### src/rtl/slpwake_pkg.sv
package slpwake_pkg;

    typedef enum logic [1:0] {
        ST_RUN    = 2'd0,
        ST_ASLEEP = 2'd1,
        ST_RESUME = 2'd2,
        ST_DUMMY  = 2'd3
    } slp_state_e;

    localparam logic [1:0] PHASE_LAST = 2'd3;

    function automatic logic phase_end(input logic [1:0] ph);
        return ph == PHASE_LAST;
    endfunction

endpackage

### src/rtl/slpwake_src.sv
module slpwake_src #(
    parameter int N_CORE   = 3,
    parameter int N_PERIPH = 8
) (
    input  logic [N_CORE-1:0]   core_flag,
    input  logic [N_CORE-1:0]   core_en,
    input  logic [N_PERIPH-1:0] per_flag,
    input  logic [N_PERIPH-1:0] per_en,
    input  logic                peie,
    output logic                wake
);
    logic [N_CORE-1:0]   core_hit;
    logic [N_PERIPH-1:0] per_hit;

    for (genvar i = 0; i < N_CORE; i++) begin : g_core
        assign core_hit[i] = core_flag[i] & core_en[i];
    end

    for (genvar j = 0; j < N_PERIPH; j++) begin : g_per
        assign per_hit[j] = per_flag[j] & per_en[j] & peie;
    end

    assign wake = (|core_hit) | (|per_hit);
endmodule

### src/rtl/slpwake_status.sv
module slpwake_status (
    input  logic clk,
    input  logic rst,
    input  logic enter_sleep,
    input  logic clr_cmd,
    input  logic expired,
    output logic pd_q,
    output logic to_q,
    output logic clr_pulse
);
    always_ff @(posedge clk) begin
        if (rst) begin
            pd_q      <= 1'b1;
            to_q      <= 1'b1;
            clr_pulse <= 1'b0;
        end else begin
            clr_pulse <= enter_sleep | clr_cmd;
            if (enter_sleep) begin
                pd_q <= 1'b0;
                to_q <= 1'b1;
            end else if (clr_cmd) begin
                pd_q <= 1'b1;
                to_q <= 1'b1;
            end else if (expired) begin
                to_q <= 1'b0;
            end
        end
    end

    AST_CLR_SETS_TO: assert property (@(posedge clk) disable iff (rst)
        clr_pulse |-> to_q) else $error("watchdog clear without TO set");
endmodule

### src/rtl/slpwake_ctl.sv
module slpwake_ctl
    import slpwake_pkg::*;
#(
    parameter int N_CORE   = 3,
    parameter int N_PERIPH = 8,
    parameter int AW       = 13,
    parameter int VEC_ADDR = 4
) (
    input  logic                clk,
    input  logic                rst,
    input  logic [1:0]          qphase,
    input  logic                sleep_req,
    input  logic                clrwdt_req,
    input  logic                wdt_expired,
    input  logic [AW-1:0]       sleep_pc,
    input  logic [N_CORE-1:0]   core_flag,
    input  logic [N_CORE-1:0]   core_en,
    input  logic [N_PERIPH-1:0] per_flag,
    input  logic [N_PERIPH-1:0] per_en,
    input  logic                gie,
    input  logic                peie,
    output logic                halt,
    output logic                wdt_clr,
    output logic                pd_bit,
    output logic                to_bit,
    output logic                vec_req,
    output logic                dummy_cyc,
    output logic [AW-1:0]       fetch_addr
);
    localparam logic [AW-1:0] VEC = AW'(VEC_ADDR);

    slp_state_e    state;
    logic [AW-1:0] pc_hold;
    logic          tick;
    logic          wake;
    logic          enter_sleep;
    logic          clr_cmd;

    slpwake_src #(.N_CORE(N_CORE), .N_PERIPH(N_PERIPH)) u_src (
        .core_flag (core_flag),
        .core_en   (core_en),
        .per_flag  (per_flag),
        .per_en    (per_en),
        .peie      (peie),
        .wake      (wake)
    );

    assign tick        = phase_end(qphase);
    assign enter_sleep = tick && (state == ST_RUN) && sleep_req && !clrwdt_req && !wake;
    assign clr_cmd     = tick && (state != ST_ASLEEP) && clrwdt_req;

    slpwake_status u_stat (
        .clk         (clk),
        .rst         (rst),
        .enter_sleep (enter_sleep),
        .clr_cmd     (clr_cmd),
        .expired     (wdt_expired),
        .pd_q        (pd_bit),
        .to_q        (to_bit),
        .clr_pulse   (wdt_clr)
    );

    always_ff @(posedge clk) begin
        if (rst) begin
            state   <= ST_RUN;
            pc_hold <= '0;
        end else if (tick) begin
            unique case (state)
                ST_RUN: if (enter_sleep) begin
                    state   <= ST_ASLEEP;
                    pc_hold <= sleep_pc + AW'(1);
                end
                ST_ASLEEP: if (wake) state <= ST_RESUME;
                ST_RESUME: state <= gie ? ST_DUMMY : ST_RUN;
                ST_DUMMY:  state <= ST_RUN;
                default:   state <= ST_RUN;
            endcase
        end
    end

    assign halt       = (state == ST_ASLEEP);
    assign dummy_cyc  = (state == ST_DUMMY);
    assign vec_req    = (state == ST_DUMMY);
    assign fetch_addr = (state == ST_DUMMY) ? VEC : pc_hold;

    AST_SLEEP_STATUS: assert property (@(posedge clk) disable iff (rst)
        $rose(halt) |-> (!pd_bit && to_bit && wdt_clr)) else $error("sleep entry status");
    AST_NOP_KEEPS_PD: assert property (@(posedge clk) disable iff (rst)
        $fell(pd_bit) |-> $past(!wake)) else $error("PD cleared with wake pending");
    AST_WAKE_NEEDS_SRC: assert property (@(posedge clk) disable iff (rst)
        $fell(halt) |-> $past(wake)) else $error("wake without source");
    AST_DUMMY_NEEDS_GIE: assert property (@(posedge clk) disable iff (rst)
        $rose(dummy_cyc) |-> $past(gie)) else $error("dummy cycle with gie clear");
    AST_BOUNDARY_ONLY: assert property (@(posedge clk) disable iff (rst)
        !$past(tick) |-> $stable(state)) else $error("state moved off boundary");
endmodule

### config.mk
export PLATFORM = sky130hd
export DESIGN_NAME = slpwake_ctl
export DESIGN_NICKNAME = d
export VERILOG_FILES = /design/src/rtl/slpwake_pkg.sv /design/src/rtl/slpwake_src.sv /design/src/rtl/slpwake_status.sv /design/src/rtl/slpwake_ctl.sv
export SDC_FILE = /design/constraint.sdc
export NUM_CORES = 1
export LEC_CHECK = 0
export BUFFER_PORTS_ARGS = -buffer_cell sky130_fd_sc_hd__buf_4
export CELL_PAD_IN_SITES_DETAIL_PLACEMENT = 1
export CELL_PAD_IN_SITES_GLOBAL_PLACEMENT = 2
export CORE_MARGIN = 2
export CORE_UTILIZATION = 24
export CTS_CLUSTER_SIZE = 14
export DETAILED_ROUTE_END_ITERATION = 8
export PLACE_DENSITY = 0.83
export SLEW_MARGIN = 20
export SYNTH_ARGS = -nofsm -noshare
export SYNTH_HDL_FRONTEND = slang
export SYNTH_HIERARCHICAL = 1
export SYNTH_SLANG_ARGS = --single-unit
### constraint.sdc
create_clock -name clk -period 4.53 [get_ports clk]
set_input_delay 0 -clock clk [delete_from_list [all_inputs] [get_ports clk]]
set_output_delay 0 -clock clk [all_outputs]
set_load 0.1 [all_outputs]
==> metrics.csv <==
metric,value,unit
min_period,2154,ps
synth_warnings,6,
critical_path.startpoint_type,primary input,
postSynth.topFlopCell,sky130_fd_sc_hd__dfxtp_1,
number_of_maximum_capacitance_violations,0,
ratio_of_final_minimum_period_to_clock_period,47.54,%
route.met2.wl,1.727,mm
placement.io_buffers,62,
critical-path-max-stage-delay,470,ps
fill_cells,539,
path_cells,buf_4 -> a22oi_1 -> nand4_1 -> a221o_1 -> or3b_4 -> nor4_4 -> buf_4 -> nor2_1 -> a211oi_1,
critPathTopFamily,simple AND/OR/NAND/NOR gates,
grt.total_usage,14.09,%
postSynthNetCount,168,
tritoncts_clock_tree,built,
remaining_drc_errors,0,
layout-drive-gt1-share,41.49,%
floorplan.initialDensity,24.65,%
htree_num_levels,1,
synthToLayoutAreaGrowth,55.05,%
cts_root_buffer,sky130_fd_sc_hd__clkbuf_8,
cts_max_path_buffers,2,
synth_top_cells_by_count,"sky130_fd_sc_hd__dfxtp_1 (18), sky130_fd_sc_hd__nor2_1 (18), sky130_fd_sc_hd__and2_1 (13), sky130_fd_sc_hd__a211oi_2 (7)",
synth-edff-count,0,
fin_hold_ws,64.01,ps
clock_skew,4.862,ps
detailedRoute.firstIterationViolations,18,
routed.top_layer,met4,
cpMostUsedCell,sky130_fd_sc_hd__buf_4,
power_density,232.9,nW/um^2
ys_ff_latch,18,
num_vias,1157,
setup_repair_after_global_routing_missed_its_margin,no,
setup_violations,0,
multiInputGateArea,664.4,sq um
antenna_found_initial,0,
min_path_type,primary input to register,
routedLengthMet1,1.392,mm
met3RoutedLength,140,um
post_synth_instance_area,1066,sq um
diodes,0,
finalMaxSlewViolations,0,
timing.critical_path.buf_inv,2,
syn_inst,123,
data_required_time_at_the_worst_endpoint,4690,ps
ant_nets,0,
clock.fmax,464.4,MHz
insertion_delay_of_the_later_clocked_pin_in_the_worst_skew_pair,250,ps
synth_top_area_share,33.80,%
final-seq-area,360.3,sq um
fin_nets,234,
worst_slew_pin_slew,515.4,ps
cts_buffers,3,
worst-endpoint-arrival,2310,ps
routed_wl,3.337,mm
criticalPathCategory,primary input to register,
detailed_place_hpwl,2.764,mm
grt_start_max_net_pins,19,
ys_top_cells_by_area,"sky130_fd_sc_hd__dfxtp_1 (34%), sky130_fd_sc_hd__a211oi_2 (8.2%), sky130_fd_sc_hd__and2_1 (7.6%), sky130_fd_sc_hd__nor2_1 (6.3%), sky130_fd_sc_hd__xor2_1 (4.9%)",
worst_setup_path_end_kind,register,
grt_remaining_overflow,0,
floorplan.die_area,4991,sq um
clock_sinks,18,
ir_worst_vdd,0.08160,mV
dr.pass1.iters,4,
synthDominantAreaCellType,sky130_fd_sc_hd__dfxtp_1,
cp_max_fo,17,
routed_len_inst,13.90,um
cellLeakagePower,0.7049,nW
yosysUniqueCellTypes,35,
grt_pass1_vias,1230,
final-hold-violation-count,0,
routed_via_density,4.821,
worst_rel_slew_slack,65.38,%
synth_area_per_cell,8.667,sq um
gp_congestion,0.7589,
core_region_area,4324,sq um
die_y,70.65,um
worst_path_max_delay_cell,sky130_fd_sc_hd__nor4_4,
final.setup.tns,0,ps
fraction_of_registers_with_async_set_or_reset_after_synthesis,0,%
cts.reportedPaths.clkPinSlew,70,ps
grt_pass1_wl,5.602,mm
yosysSeqAreaShare,33.80,%
status,finished clean,
floorplan.die.width,70.65,um
fp-row-count,24,
io_pins,63,
sequential cells by signal (all words and copies together) (netlist names):
| name | cells |
|---|---|
| u_stat/pd_q | 1 |
| u_stat/clr_pulse | 1 |
| state | 2 |
| u_stat/to_q | 1 |
| pc_hold | 13 |
tightest hold or removal path, cell delays in order:
cell and delay, ps:
sky130_fd_sc_hd__buf_4 90, sky130_fd_sc_hd__xnor2_1 120, sky130_fd_sc_hd__a211oi_2 60
logic make-up (layout without fill, tap and decap cells):
kind of cell / after synthesis / count (layout) / share of synthesized area [%]
buf+inv: 7 / 72 / 3.872
flops: 18 / 18 / 33.80
fa+ha+maj: 1 / 1 / 1.174
compound gates: 25 / 25 / 20.54
simple gates: 60 / 60 / 30.63
mux: 1 / 1 / 0.9390
xor+xnor: 11 / 11 / 9.037
stage by stage:
step	std cells	utilization (%)	setup slack [ps]	total power, mW	instance area, sq um
finish	240	38.22	2376	0.3849	1653
CTS	240	38.22	2400	0.3899	1653
global route	240	38.22	2202	0.3999	1653
global placement	233	36.31	1785	0.2519	1570
floorplan	123	-	2042	0.2098	1066
detailed placement	234	36.49	2128	0.2545	1578
final cells by class:
| type | instances | area share [%] |
|---|---|---|
| well taps | 52 | 3.936 |
| clock buffers | 4 | 3.331 |
| multi-input cells | 98 | 40.20 |
| flip-flops and latches | 18 | 21.80 |
| inverters | 2 | 0.4542 |
| repair buffers | 66 | 30.28 |
worst paths after layout:
path | from | end | slack (ps) | depth (start not counted)
max | per_flag[1] | pc_hold[4]$_SDFFE_PP0P_ | 2380 | 9
min | sleep_pc[12] | pc_hold[12]$_SDFFE_PP0P_ | 60 | 3
max reg2reg | state[0]$_SDFFE_PP0P_ | pc_hold[4]$_SDFFE_PP0P_ | 2910 | 4
min reg2reg | u_stat/to_q$_SDFFE_PP1P_ | u_stat/to_q$_SDFFE_PP1P_ | 480 | 2
timing repair:
action,4_1_cts,5_1_grt
buffers inserted,0,0
hold buffers,2,0
endpoints found under the hold margin,2,0
gates resized for setup,0,0
where the power goes:
part	switching, mW	total, mW	internal (mW)
registers	0.00144	0.162	0.161
clock network	0.0559	0.133	0.0772
logic	0.0484	0.0894	0.0410
routing by layer:
layer / track usage, % / up-vias
met5: 0 / -
met2: 24.84 / 37
met3: 2.137 / 6
met4: 7.547 / 0
li1: - / 570
met1: 16.39 / 544
placed cells by master, fill, tap and decap left out, drive strengths merged, types with 2 or more instances in the layout:
cell,netlist,final
buf,4,64
nor2,18,18
dfxtp,18,18
and2,13,13
a211oi,12,12
nand2,6,6
xor2,6,6
nand3,5,5
xnor2,5,5
nand4,4,4
clkbuf,1,4
a22oi,4,4
nor3,3,3
and3,3,3
o21ai,3,3
nor2b,2,2
inv,2,2
a21oi,2,2
dlygate4sd3,0,2
nor4,2,2
No activity file was read; power rests on OpenSTA's default activity.
